==> src/rtl/psat_pkg.sv <==
package psat_pkg;

    // Operation code fields: bit2 halving, bit1 subtract, bit0 unsigned.
    typedef struct packed {
        logic halve;
        logic sub;
        logic uns;
    } psat_op_t;

    // Clamp a lane-mode code to the largest lane-width index available.
    function automatic int unsigned psat_width_index(input logic [1:0] mode,
                                                     input int unsigned max_idx);
        int unsigned m;
        m = int'(mode);
        return (m > max_idx) ? max_idx : m;
    endfunction

endpackage

==> src/rtl/psat_slice_add.sv <==
module psat_slice_add #(
    parameter int W = 8
) (
    input  logic [W-1:0] a,
    input  logic [W-1:0] b,
    input  logic         sub,
    input  logic         uns,
    input  logic         cin,
    output logic [W-1:0] sum,
    output logic         cout,
    output logic         ext
);
    logic [W-1:0] b_x;
    logic [W:0]   t;
    logic         a_top;
    logic         b_top;

    always_comb begin
        b_x   = sub ? ~b : b;
        t     = {1'b0, a} + {1'b0, b_x} + {{W{1'b0}}, cin};
        sum   = t[W-1:0];
        cout  = t[W];
        // Extension bit of the (W+1)-bit result: only meaningful at a lane top.
        a_top = uns ? 1'b0 : a[W-1];
        b_top = (uns ? 1'b0 : b[W-1]) ^ sub;
        ext   = a_top ^ b_top ^ t[W];
    end
endmodule

==> src/rtl/psat_lane_fix.sv <==
module psat_lane_fix #(
    parameter int W = 8
) (
    input  logic [W-1:0] sum,
    input  logic         ext,
    input  logic         halve,
    input  logic         sub,
    input  logic         uns,
    output logic [W-1:0] res
);
    localparam logic [W-1:0] ALL_ONES = {W{1'b1}};
    localparam logic [W-1:0] S_MAX    = {1'b0, {(W-1){1'b1}}};
    localparam logic [W-1:0] S_MIN    = {1'b1, {(W-1){1'b0}}};

    always_comb begin
        if (halve) begin
            res = {ext, sum[W-1:1]};
        end else if (uns) begin
            if (ext) res = sub ? '0 : ALL_ONES;
            else     res = sum;
        end else begin
            if (ext != sum[W-1]) res = ext ? S_MIN : S_MAX;
            else                 res = sum;
        end
    end
endmodule

==> src/rtl/psat_alu.sv <==
module psat_alu #(
    parameter int SLICE_W    = 8,
    parameter int NUM_SLICES = 4
) (
    input  logic                          clk,
    input  logic                          rst_n,
    input  logic                          in_valid,
    input  logic [2:0]                    in_op,
    input  logic [1:0]                    in_mode,
    input  logic [SLICE_W*NUM_SLICES-1:0] in_a,
    input  logic [SLICE_W*NUM_SLICES-1:0] in_b,
    output logic                          out_valid,
    output logic [SLICE_W*NUM_SLICES-1:0] out_result
);
    import psat_pkg::*;

    localparam int DATA_W     = SLICE_W * NUM_SLICES;
    localparam int LOG2_SL    = $clog2(NUM_SLICES);
    localparam int NUM_WIDTHS = LOG2_SL + 1;
    localparam int LW_W       = (NUM_WIDTHS > 1) ? $clog2(NUM_WIDTHS) : 1;

    typedef struct packed {
        logic                  valid;
        psat_op_t              op;
        logic [LW_W-1:0]       lw;
        logic [DATA_W-1:0]     sum;
        logic [NUM_SLICES-1:0] ext;
    } s1_t;

    typedef struct packed {
        logic              valid;
        logic [DATA_W-1:0] result;
    } s2_t;

    s1_t s1_d, s1_q;
    s2_t s2_d, s2_q;

    psat_op_t              op_in;
    logic [LW_W-1:0]       lw_in;
    logic [NUM_SLICES-1:0] lane_start;
    logic [NUM_SLICES-1:0] cin;
    logic [NUM_SLICES-1:0] cout;
    logic [NUM_SLICES-1:0] ext_w;
    logic [DATA_W-1:0]     sum_w;
    logic [DATA_W-1:0]     cand [NUM_WIDTHS];

    // Stage 1: sliced carry chain broken at lane boundaries.
    always_comb begin
        op_in = psat_op_t'(in_op);
        lw_in = LW_W'(psat_width_index(in_mode, LOG2_SL));
        for (int i = 0; i < NUM_SLICES; i++) begin
            lane_start[i] = ((i & ((1 << lw_in) - 1)) == 0);
        end
    end

    generate
        for (genvar i = 0; i < NUM_SLICES; i++) begin : g_slice
            if (i == 0) begin : g_first
                assign cin[i] = op_in.sub;
            end else begin : g_rest
                assign cin[i] = lane_start[i] ? op_in.sub : cout[i-1];
            end
            psat_slice_add #(.W(SLICE_W)) u_add (
                .a    (in_a[i*SLICE_W +: SLICE_W]),
                .b    (in_b[i*SLICE_W +: SLICE_W]),
                .sub  (op_in.sub),
                .uns  (op_in.uns),
                .cin  (cin[i]),
                .sum  (sum_w[i*SLICE_W +: SLICE_W]),
                .cout (cout[i]),
                .ext  (ext_w[i])
            );
        end
    endgenerate

    // Stage 2: per lane width, clamp or shift each lane.
    generate
        for (genvar k = 0; k < NUM_WIDTHS; k++) begin : g_width
            localparam int LW = SLICE_W << k;
            localparam int NL = NUM_SLICES >> k;
            for (genvar j = 0; j < NL; j++) begin : g_lane
                psat_lane_fix #(.W(LW)) u_fix (
                    .sum   (s1_q.sum[j*LW +: LW]),
                    .ext   (s1_q.ext[(j+1)*(1<<k)-1]),
                    .halve (s1_q.op.halve),
                    .sub   (s1_q.op.sub),
                    .uns   (s1_q.op.uns),
                    .res   (cand[k][j*LW +: LW])
                );
            end
        end
    endgenerate

    always_comb begin
        s1_d       = s1_q;
        s1_d.valid = in_valid;
        if (in_valid) begin
            s1_d.op  = op_in;
            s1_d.lw  = lw_in;
            s1_d.sum = sum_w;
            s1_d.ext = ext_w;
        end

        s2_d       = s2_q;
        s2_d.valid = s1_q.valid;
        if (s1_q.valid) begin
            s2_d.result = cand[s1_q.lw];
        end
    end

    always_ff @(posedge clk or negedge rst_n) begin
        if (!rst_n) begin
            s1_q <= '0;
            s2_q <= '0;
        end else begin
            s1_q <= s1_d;
            s2_q <= s2_d;
        end
    end

    assign out_valid  = s2_q.valid;
    assign out_result = s2_q.result;

endmodule

==> config.mk <==
export PLATFORM = sky130hd
export DESIGN_NAME = psat_alu
export DESIGN_NICKNAME = d
export VERILOG_FILES = /design/src/rtl/psat_pkg.sv /design/src/rtl/psat_slice_add.sv /design/src/rtl/psat_lane_fix.sv /design/src/rtl/psat_alu.sv
export SDC_FILE = /design/constraint.sdc
export NUM_CORES = 1
export LEC_CHECK = 0
export ABC_CLOCK_PERIOD_IN_PS = 3500
export BUFFER_PORTS_ARGS = -buffer_cell sky130_fd_sc_hd__buf_2
export CORE_MARGIN = 4
export CORE_UTILIZATION = 55
export DETAILED_ROUTE_END_ITERATION = 7
export GPL_TIMING_DRIVEN = 0
export HOLD_SLACK_MARGIN = 0.02
export PLACE_DENSITY_LB_ADDON = 0.12
export SYNTH_ARGS = -nofsm -noshare
export SYNTH_HDL_FRONTEND = slang
export SYNTH_SLANG_ARGS = --single-unit
==> constraint.sdc <==
create_clock -name clk -period 3.5 [get_ports clk]
set_input_delay 0.525 -clock clk [delete_from_list [all_inputs] [get_ports clk]]
set_output_delay 0.525 -clock clk [all_outputs]
set_load 0.02 [all_outputs]
# Yosys cells after proc, flatten, opt, wreduce, memory -nomap -nowiden
# Cells that the tools add are included.
[word_totals] ff_bits=75 word_cells=102
[op_classes] n_addsub=9 magnitude_cmp=2 n_eq_ne=4 shifts=1 n_mux=57 n_bitwise=17 reduce_logical=3
[op_table] cell="$mux W32" count=8
[op_table] cell="$mux W8" count=25
[op_table] cell="$mux W16" count=11
[op_table] cell="$logic_not A32 Y1" count=3
[op_table] cell="$bmux W32 S2" count=1
[op_table] cell="$add A8 B8 Y9" count=4
[op_table] cell="$add A9 B1 Y9" count=4
[op_table] cell="$not A8 Y8" count=4
[op_table] cell="$xor A1 B1 Y1" count=12
[op_table] cell="$mux W1" count=11
[op_table] cell="$ne A1 B1 Y1" count=4
[op_table] cell="$ge A3 B3 Y1 const B" count=1
[op_table] cell="$not A2 Y3" count=1
[op_table] cell="$gt A2 B2 Y1 const B" count=1
[op_table] cell="$mux W2" count=1
[op_table] cell="$shl A1 B2 Y2 const A" count=1
[op_table] cell="$sub A2 B2 Y2 const B" count=1

# Depth between registers and ports, before layout
# Gate-level depths: netlist of run 1.
[depth] ltp_word=12 ltp_mapped=27 ltp_nobuf=26

# Cells and area by module
# Synthesis of run 1 repeated with hierarchy kept, for this count alone.
[unflattened] hier_cells=1053 hier_area_um2=9245.1
[by_module_without_submodules] module="psat_alu" instances=1 cells_each=279 area_each_um2=3951.3 seq_area_each_um2=1876.8
[by_module_without_submodules] module="psat_slice_add" instances=4 cells_each=68 area_each_um2=480.5 seq_area_each_um2=0.0
[by_module_without_submodules] module="psat_lane_fix (g_width[0].g_lane[0].u_fix ...)" instances=4 cells_each=45 area_each_um2=317.8 seq_area_each_um2=0.0
[by_module_without_submodules] module="psat_lane_fix (g_width[2].g_lane[0].u_fix)" instances=1 cells_each=158 area_each_um2=1174.9 seq_area_each_um2=0.0
[by_module_without_submodules] module="psat_lane_fix (g_width[1].g_lane[0].u_fix ...)" instances=2 cells_each=82 area_each_um2=462.9 seq_area_each_um2=0.0

# Least setup slack after synthesis of run 1
# Ideal clock, no wire load.
[synth_timing] path_kind="input port to flip-flop" start="in in_op[1]" end="reg s1_q[3] (netlist name)" setup_time_ns=0.069 arrival_time_ns=6.875 required_time_ns=3.431 path_slack_ns=-3.444 cell_stages=27 path_buffers=2 path_cell_list="buf_2 > buf_2 > xor2_1 > ha_1 > o211ai_1 > a21oi_1 > o21a_1 > o21ai_0 > fa_1 > fa_1 > nand2b_1 > a21o_1 > a21oi_1 > mux2i_1 > fa_1 > fa_1 > nand2b_1 > a21o_1 > a21oi_1 > o21ai_0 > fa_1 > fa_1 > nand2b_1 > a21o_1 > and4_1 > or4_1 > nand3_1"
[synth_via] elab_chain_cells=10 word_cells_on_any_way=18 cone_classes="add/sub: 8; mux: 7; bitwise: 3"
[synth_rtl] item="start, declared" line="psat_alu.sv:8" source="input logic [2:0] in_op,"
[synth_rtl] item="$mux W8" line="psat_slice_add.sv:19" source="b_x = sub ? ~b : b;"
[synth_rtl] item="$add A8 B8 Y9" line="psat_slice_add.sv:20" source="t = {1'b0, a} + {1'b0, b_x} + {{W{1'b0}}, cin};"
[synth_rtl] item="$add A9 B1 Y9" line="psat_slice_add.sv:20"
[synth_rtl] item="$mux W1" line="psat_alu.sv:61" source="assign cin[i] = lane_start[i] ? op_in.sub : cout[i-1];"
[synth_rtl] item="$add A9 B1 Y9" line="psat_slice_add.sv:20"
[synth_rtl] item="$mux W1" line="psat_alu.sv:61"
[synth_rtl] item="$add A9 B1 Y9" line="psat_slice_add.sv:20"
[synth_rtl] item="$mux W1" line="psat_alu.sv:61"
[synth_rtl] item="$add A9 B1 Y9" line="psat_slice_add.sv:20"
[synth_rtl] item="$xor A1 B1 Y1 (*)" line="psat_slice_add.sv:26" source="ext = a_top ^ b_top ^ t[W];"
[synth_rtl] item="end signal, assigned" line="psat_alu.sv:113" source="s1_q <= '0;"
[synth_rtl] item="end signal, assigned" line="psat_alu.sv:116" source="s1_q <= s1_d;"
[synth_rtl] item="end, declared" line="psat_alu.sv:35" source="s1_t s1_d, s1_q;"
# Mark *: on every way between the ends. The rest lies on a longest branch, timed or not.
# A chain may end at the register's enable or synchronous reset.

# Worst setup path after layout of run 1
# Ends and elaborated chain as after synthesis.

==> results of run 1 <==
-- synth_stat cells, drive strengths merged, types with 4 or more instances --
cell / count / area (µm²)
nand3: 11 / 55.1
nor3: 15 / 90.1
or2: 5 / 31.3
a221o: 4 / 40.0
nor2: 38 / 143
o21ai: 34 / 170
or3: 11 / 68.8
a21o: 14 / 105
nand3b: 6 / 45.0
o32ai: 7 / 61.3
o211ai: 5 / 37.5
fa: 7 / 140
nand4b: 4 / 35.0
mux2i: 8 / 80.1
xor2: 31 / 272
buf: 25 / 121
nand2: 51 / 191
o21a: 8 / 60.1
ha: 34 / 425
nor3b: 4 / 30.0
xnor2: 23 / 201
dfrtp: 75 / 1880
nor2b: 36 / 233
a21oi: 78 / 390
inv: 43 / 161
a31oi: 7 / 43.8
nand2b: 16 / 100
mux2: 15 / 169
o311ai: 4 / 42.6
o31ai: 12 / 90.1
clkbuf: 17 / 63.8
o22ai: 35 / 219
-- sequential cells by signal (all words and copies together) (netlist names) --
signal      cells
out_result     32
s1_q           42
out_valid       1
-- repair_timing --
| item | 4_1_cts | 5_1_grt |
|---|---|---|
| resized for setup | 22 | 7 |
| setup buffers | 28 | 8 |
| setup endpoints to repair | 19 | 19 |
| pin swaps | 27 | 21 |
| hold buffers | 0 | 0 |
-- area by class of cell --
class                   count  area, µm²
plain buffers              42        215
clock buffers              10        138
clock inverters             6       88.8
fillers                   901       3340
inverters                  43        161
multi-input cells         560       4080
flip-flops and latches     75       1880
well taps                 140        175
repair buffers            132        764
-- stage by stage --
stage	total power [µW]	util, %	hold slack, ps
finish	4260	69.2	92.3
global route	4550	69.2	127
CTS	4200	68.7	105
detailed placement	3350	64.0	490
global placement	3280	63.8	481
floorplan	2750	-	229
-- worst paths after layout --
path / start / endpoint / cells past startpoint / slack, ps
hold / removal: rst_n / out_result[3] / 1 / 90
max in group asynchronous: rst_n / s1_q[12] / 2 / 2840
min in group clk: in_valid / s1_q[41] / 1 / 300
hold reg to reg: out_result[23] / out_result[23] / 1 / 520
setup reg to reg: s1_q[19] / out_result[4] / 7 / 1210
setup / recovery: in_op[1] / s1_q[3] / 28 / -2720
-- routing by layer --
metal | vias up | part of all wire (%) | wire length [µm]
li1 | 2876 | - | -
met1 | 2841 | 45 | 8120
met2 | 259 | 46 | 8220
met3 | 25 | 7.5 | 1350
met4 | 0 | 1.8 | 316
met5 | - | 0 | 0
-- critical path, cell delays in order --
cell	delay, ps
buf_12	110
buf_12	120
buf_12	130
xor2_1	130
ha_1	310
o211ai_1	140
a21oi_4	150
o21a_1	200
o21ai_2	80
fa_2	410
fa_2	350
nand2b_4	150
a21o_1	180
a21oi_2	220
mux2i_4	130
fa_2	440
fa_2	370
nand2b_4	160
a21o_1	180
a21oi_2	210
o21ai_2	110
fa_2	400
fa_2	350
nand2b_4	150
a21o_1	170
and4_1	160
or4_1	400
nand3_1	90
-- cell families after synthesis --
group / count (synthesis) / synth area share [%]
simple gates: 208 / 18.0
compound gates: 232 / 24.2
flops: 75 / 30.7
xor+xnor: 54 / 7.74
buf+inv: 85 / 5.67
mux: 23 / 4.08
fa+ha+maj: 43 / 9.59
-- power by group through the flow --
stage               Combinational (µW)  Clock, µW  Sequential (µW)
floorplan                         1310          0             1440
global placement                  1910          0             1360
detailed placement                1970          0             1380
CTS                               2070        768             1360
global route                      2320        810             1410
finish                            2110        772             1380
==> results by group, run 1 <==
Routing
  – Total Wirelength: 18000 µm
  – Drt first-iter violations: 470
  – Vias/cell: 5.95
  – Post-route ant nets: 0
  – Drt pass-1 iters: 7
  – Avg WL per Cell: 17.9 µm
  – Residual DRC count: 0
  – Vias: 6001

Timing
  – Tmin final: 6220 ps
  – Fmax: 161 MHz
  – Slew headroom: 43.2%
  – Final worst slack: -2720 ps
  – Clock Skew: 18.1 ps
  – Measured slew at the worst slew-check pin: 852 ps
  – RSZ-0062 raised after global routing: true
  – Setup TNS: -29850 ps
  – Final Cycle Share: 178%
  – Finish-stage setup viols: 18
  – Slew Limit Fails: 0
  – Final Hold Fails: 0

Hold path
  – Hold Path Class: input port to async pin

Logic synthesis
  – Synth Cell Area: 0.00611 mm²
  – Netlist cell types: 65
  – Post-synth EDFFs: 0
  – Post-Syn Nets: 833
  – Synth async-reset ratio: 100%
  – Yosys warning count: 0
  – Top FF cell, synth: dfrtp_1
  – Flop and latch count out of synthesis: 75
  – Sequential area share after synthesis: 30.7%
  – Synthesized instance count: 720
  – Syn_area_per_cell: 8.48 µm²

Final layout
  – Post-route cell area: 0.00750 mm²
  – # diodes: 0
  – Non-filler cells, final: 1008
  – Nets: 976
  – Area grow syn2layout: 22.8%
  – Share of post-route cells with drive strength above 1: 25.6%
  – Most common cell after layout, fill and taps aside: buf_2
  – Commonest cells after routing, fill and taps aside: buf_2 (116), dfrtp_1 (75), a21oi_1 (73), nand2_1 (50), inv_1 (40)

Global route
  – Met1 track demand over resource: 40.5%
  – Grt total ovfl: 0
  – Met3 GRT Util: 4.40%
  – First-pass GRT wire length: 29200 µm
  – Grt peak-use layer: met2
  – Initial antenna violation count: 0
  – Largest net degree at the start of global routing: 44
  – Number of global-route vias before repair: 5753
  – Met2 GRT Util: 44.2%
  – GRT Total Usage: 28.1%

Setup path
  – CP Class: input port to flop
  – Crit path DAT: 6530 ps
  – CP Data Required Time: 3810 ps
  – Critical Path Fanout Max: 7
  – CP Launch Type: input port
  – Worst Setup End Kind: flop

Die
  – Die height: 113 µm
  – Die X: 113 µm
  – Full die area: 0.0129 mm²
  – CORE AREA: 0.0108 mm²
  – Site row count: 38
  – Io pins: 105
  – Initial core utilization: 56.3%

Status
  – Failing checks: setup timing
  – Status: complete, but fails checks

Clock tree
  – CTS clk-pin slew, worst paths: 90 ps
  – Num CTS Buffers: 9
  – Clock Sinks: 75
  – Clk Latency, worst-skew pair: 370 ps
  – Root Buffer: clkbuf_8
  – CTS tree: yes
  – CTS H-tree depth: 3
  – Bufs on Longest Clock Path: 2

Place
  – DP Cell Count: 965
  – Dpl cell area: 0.00694 mm²
  – IO buf count: 104
  – HPWL after detailed placement: 13700 µm
  – Placement Setup Slack: -3520 ps
  – RD Place Congestion: 0.897

Pwr
  – Clock power frac: 18.1%
  – Psw: 1820 µW
  – Max rail drop VDD: 268 µV
  – Logic pwr share: 49.6%
  – Pleak: 0.00346 µW
  – Internal power: 2440 µW
  – Switching Fraction: 42.7%
  – Sequential cell fraction of total power: 32.3%
  – PwrDens: 568 mW/mm²

Flow run
  – Max-Cap Viols: 0
(Power assumes the default switching activity.)
==> run 2: changes to the inputs <==
--- a/config.mk
+++ b/config.mk
@@ -13,6 +13,8 @@
 export GPL_TIMING_DRIVEN = 0
 export HOLD_SLACK_MARGIN = 0.02
 export PLACE_DENSITY_LB_ADDON = 0.12
+export RECOVER_POWER = 100
 export SYNTH_ARGS = -nofsm -noshare
 export SYNTH_HDL_FRONTEND = slang
+export SYNTH_HIERARCHICAL = 1
 export SYNTH_SLANG_ARGS = --single-unit
==> results by group, run 2 <==
Pwr
  – Max rail drop VDD: 256 µV
  – Sequential cell fraction of total power: 25.8%
  – Internal power: 3670 µW
  – PwrDens: 629 mW/mm²
  – Pleak: 0.00475 µW
  – Psw: 3210 µW
  – Clock power frac: 15.4%
  – Switching Fraction: 46.6%
  – Pwr Total: 6880 µW
  – Logic pwr share: 58.8%

Final layout
  – Area grow syn2layout: 18.3%
  – Commonest cells after routing, fill and taps aside: nor2_1 (127), nand2_1 (110), buf_2 (98), o221ai_2 (88), dfrtp_1 (75)
  – Nets: 1339
  – Most common cell after layout, fill and taps aside: nor2_1
  – Biggest register: s1_q
  – Fin util: 66.2%
  – Max FFs per register: 42
  – # diodes: 0
  – Share of post-route cells with drive strength above 1: 33.8%
  – Post-route cell area: 0.0109 mm²

Place
  – Dpl cell area: 0.0102 mm²
  – RD Place Congestion: 0.906
  – HPWL after detailed placement: 17900 µm
  – IO buf count: 104

Logic synthesis
  – Post-synth EDFFs: 0
  – Most numerous cell in the Yosys netlist: nor2_1
  – Top FF cell, synth: dfrtp_1
  – Post-Syn Nets: 1175
  – Syn_area_per_cell: 8.78 µm²
  – Area leader, netlist: dfrtp_1
  – Top post-synthesis cells by count: nor2_1 (127), nand2_1 (110), o221ai_2 (88)
  – Synth async-reset ratio: 100%
  – Sequential area share after synthesis: 20.3%
  – Share of the synthesized area in the top cell type: 20.3%
  – Synth area leaders: dfrtp_1 (20%), o221ai_2 (14%), mux2_4 (6.2%), ha_1 (5.7%), nor2_1 (5.2%)
  – Yosys warning count: 6
  – Flop and latch count out of synthesis: 75
  – Synthesized instance count: 1053
  – Netlist cell types: 48
  – Synth Cell Area: 0.00925 mm²

Clock tree
  – Root Buffer: clkbuf_16
  – Bufs on Longest Clock Path: 2
  – Clock Sinks: 75
  – CTS tree: yes
  – Cts hold-fix bufs: 0
  – CTS H-tree depth: 3
  – CTS clk-pin slew, worst paths: 60 ps
  – Clk Latency, worst-skew pair: 350 ps
  – Num CTS Buffers: 9

Setup path
  – CP Class: input port to flop
  – CP Data Required Time: 3730 ps
  – Worst path most repeated cell: fa_2
  – CP Launch Type: input port
  – Worst path slowest cell: fa_2
  – Worst Setup End Kind: flop
  – Critical Path Fanout Max: 3
  – CP peak stage delay: 370 ps
  – Crit path DAT: 6670 ps

Routing
  – Avg WL per Cell: 17.3 µm
  – Residual DRC count: 0
  – Vias: 8583
  – Drt pass-1 iters: 5
  – Total Wirelength: 25000 µm
  – Drt first-iter violations: 618
  – Post-route ant nets: 0
  – Vias/cell: 5.95

Global route
  – GRT Total Usage: 26.1%
  – Initial antenna violation count: 0
  – Number of global-route vias before repair: 7863
  – First-pass GRT wire length: 39800 µm
  – Largest net degree at the start of global routing: 44
  – Grt total ovfl: 0

Timing
  – Final Hold Fails: 0
  – Final worst slack: -2940 ps
  – Clock Skew: 15.2 ps
  – Measured slew at the worst slew-check pin: 1940 ps
  – Final Cycle Share: 184%
  – Finish-stage setup viols: 21
  – Slew headroom: -29.6%
  – Tmin final: 6440 ps
  – Fmax: 155 MHz
  – Slew Limit Fails: 34
  – RSZ-0062 raised after global routing: true

Die
  – Io pins: 105
  – Die X: 138 µm
  – Full die area: 0.0189 mm²
  – Die height: 138 µm
  – Initial core utilization: 55.9%
  – Site row count: 47
  – CORE AREA: 0.0165 mm²

Status
  – Status: complete, but fails checks
  – Failing checks: capacitance limit, slew limit, setup timing

Hold path
  – Hold Path Class: input port to flop

Flow run
  – Max-Cap Viols: 1
run 2: changes by cell type after synthesis, sizes merged, moves of 26 or more:
cell and delta:
o22ai -35, inv +33, o221ai +120, nor2 +89, nand2 +59, buf +51
nand4b +28, a21oi +31, mux2 +26
run 2: metal layers:
metal	vias to the layer above	routed length [µm]	global-route usage, %
met1	4086	11700	37.6
met5	-	0	0
met4	0	427	7.26
met2	301	11400	41.2
met3	40	1400	2.81
li1	4156	-	-
run 2: cells by family (layout without fill, tap and decap cells):
kind of cell               count (synthesis)  after routing  share of synthesized area, %
buffers and inverters                    165            334                          10.0
xor gates and xnor gates                  56             56                          5.31
DFF                                       75             75                          20.3
muxes                                     73             73                          10.0
adders and majority gates                 50             50                          7.42
and+or+nand+nor                          348            348                          18.4
AOI/OAI and AO/OA                        286            286                          28.5
run 2: critical path, delay by kind of cell:
kind | cells | cell delay, ps
adder cells (fa/ha/maj) | 8 | 2870
AO/OA/AOI/OAI | 10 | 1380
AND/OR/NAND/NOR | 6 | 820
multiplexers | 2 | 410
buffers and inverters | 5 | 360
XOR/XNOR | 2 | 270
run 2: layout make-up:
| type | instances | area [µm²] |
|---|---|---|
| fillers | 1368 | 5590 |
| multi-input cells | 813 | 6650 |
| well taps | 220 | 275 |
| plain buffers | 89 | 648 |
| flip-flops and latches | 75 | 1880 |
| clock inverters | 5 | 85.1 |
| repair buffers | 153 | 872 |
| inverters | 76 | 285 |
| clock buffers | 11 | 243 |
run 2: worst paths after layout:
check	from	to	slack, ps	depth (start not counted)
hold reg to reg	s1_q[41]	out_valid	490	0
hold / removal	in_valid	s1_q[41]	360	1
min in group asynchronous	rst_n	out_result[13]	710	1
setup / recovery	in_op[1]	s1_q[34]	-2940	33
setup reg to reg	s1_q[38]	out_result[7]	930	6
max in group asynchronous	rst_n	s1_q[37]	900	2
run 2: power groups by stage:
| stage | clock [µW] | combinational, µW | sequential, µW |
|---|---|---|---|
| global route | 1110 | 4450 | 1830 |
| detailed placement | 0 | 3890 | 1760 |
| floorplan | 0 | 2950 | 1750 |
| finish | 1060 | 4040 | 1780 |
| CTS | 1070 | 4030 | 1750 |
| global placement | 0 | 3800 | 1740 |
run 2: timing repair:
item | in CTS | in global routing
resized for setup | 16 | 13
gates cloned | 0 | 0
pin swaps | 21 | 20
setup buffers | 37 | 11
setup endpoints to repair | 24 | 23
run 2: through the flow:
step / worst slack (ps) / cells / setup TNS, ps / hold WS, ps
6_report: -2940 / 1442 / -39270 / 361
5_1_grt: -3120 / 1442 / -42340 / 361
4_1_cts: -2990 / 1431 / -38750 / 154
3_5_place_dp: -3680 / 1378 / -50750 / 485
3_3_place_gp: -3680 / 1377 / -50610 / 502
2_1_floorplan: -2910 / 1053 / -35300 / 229
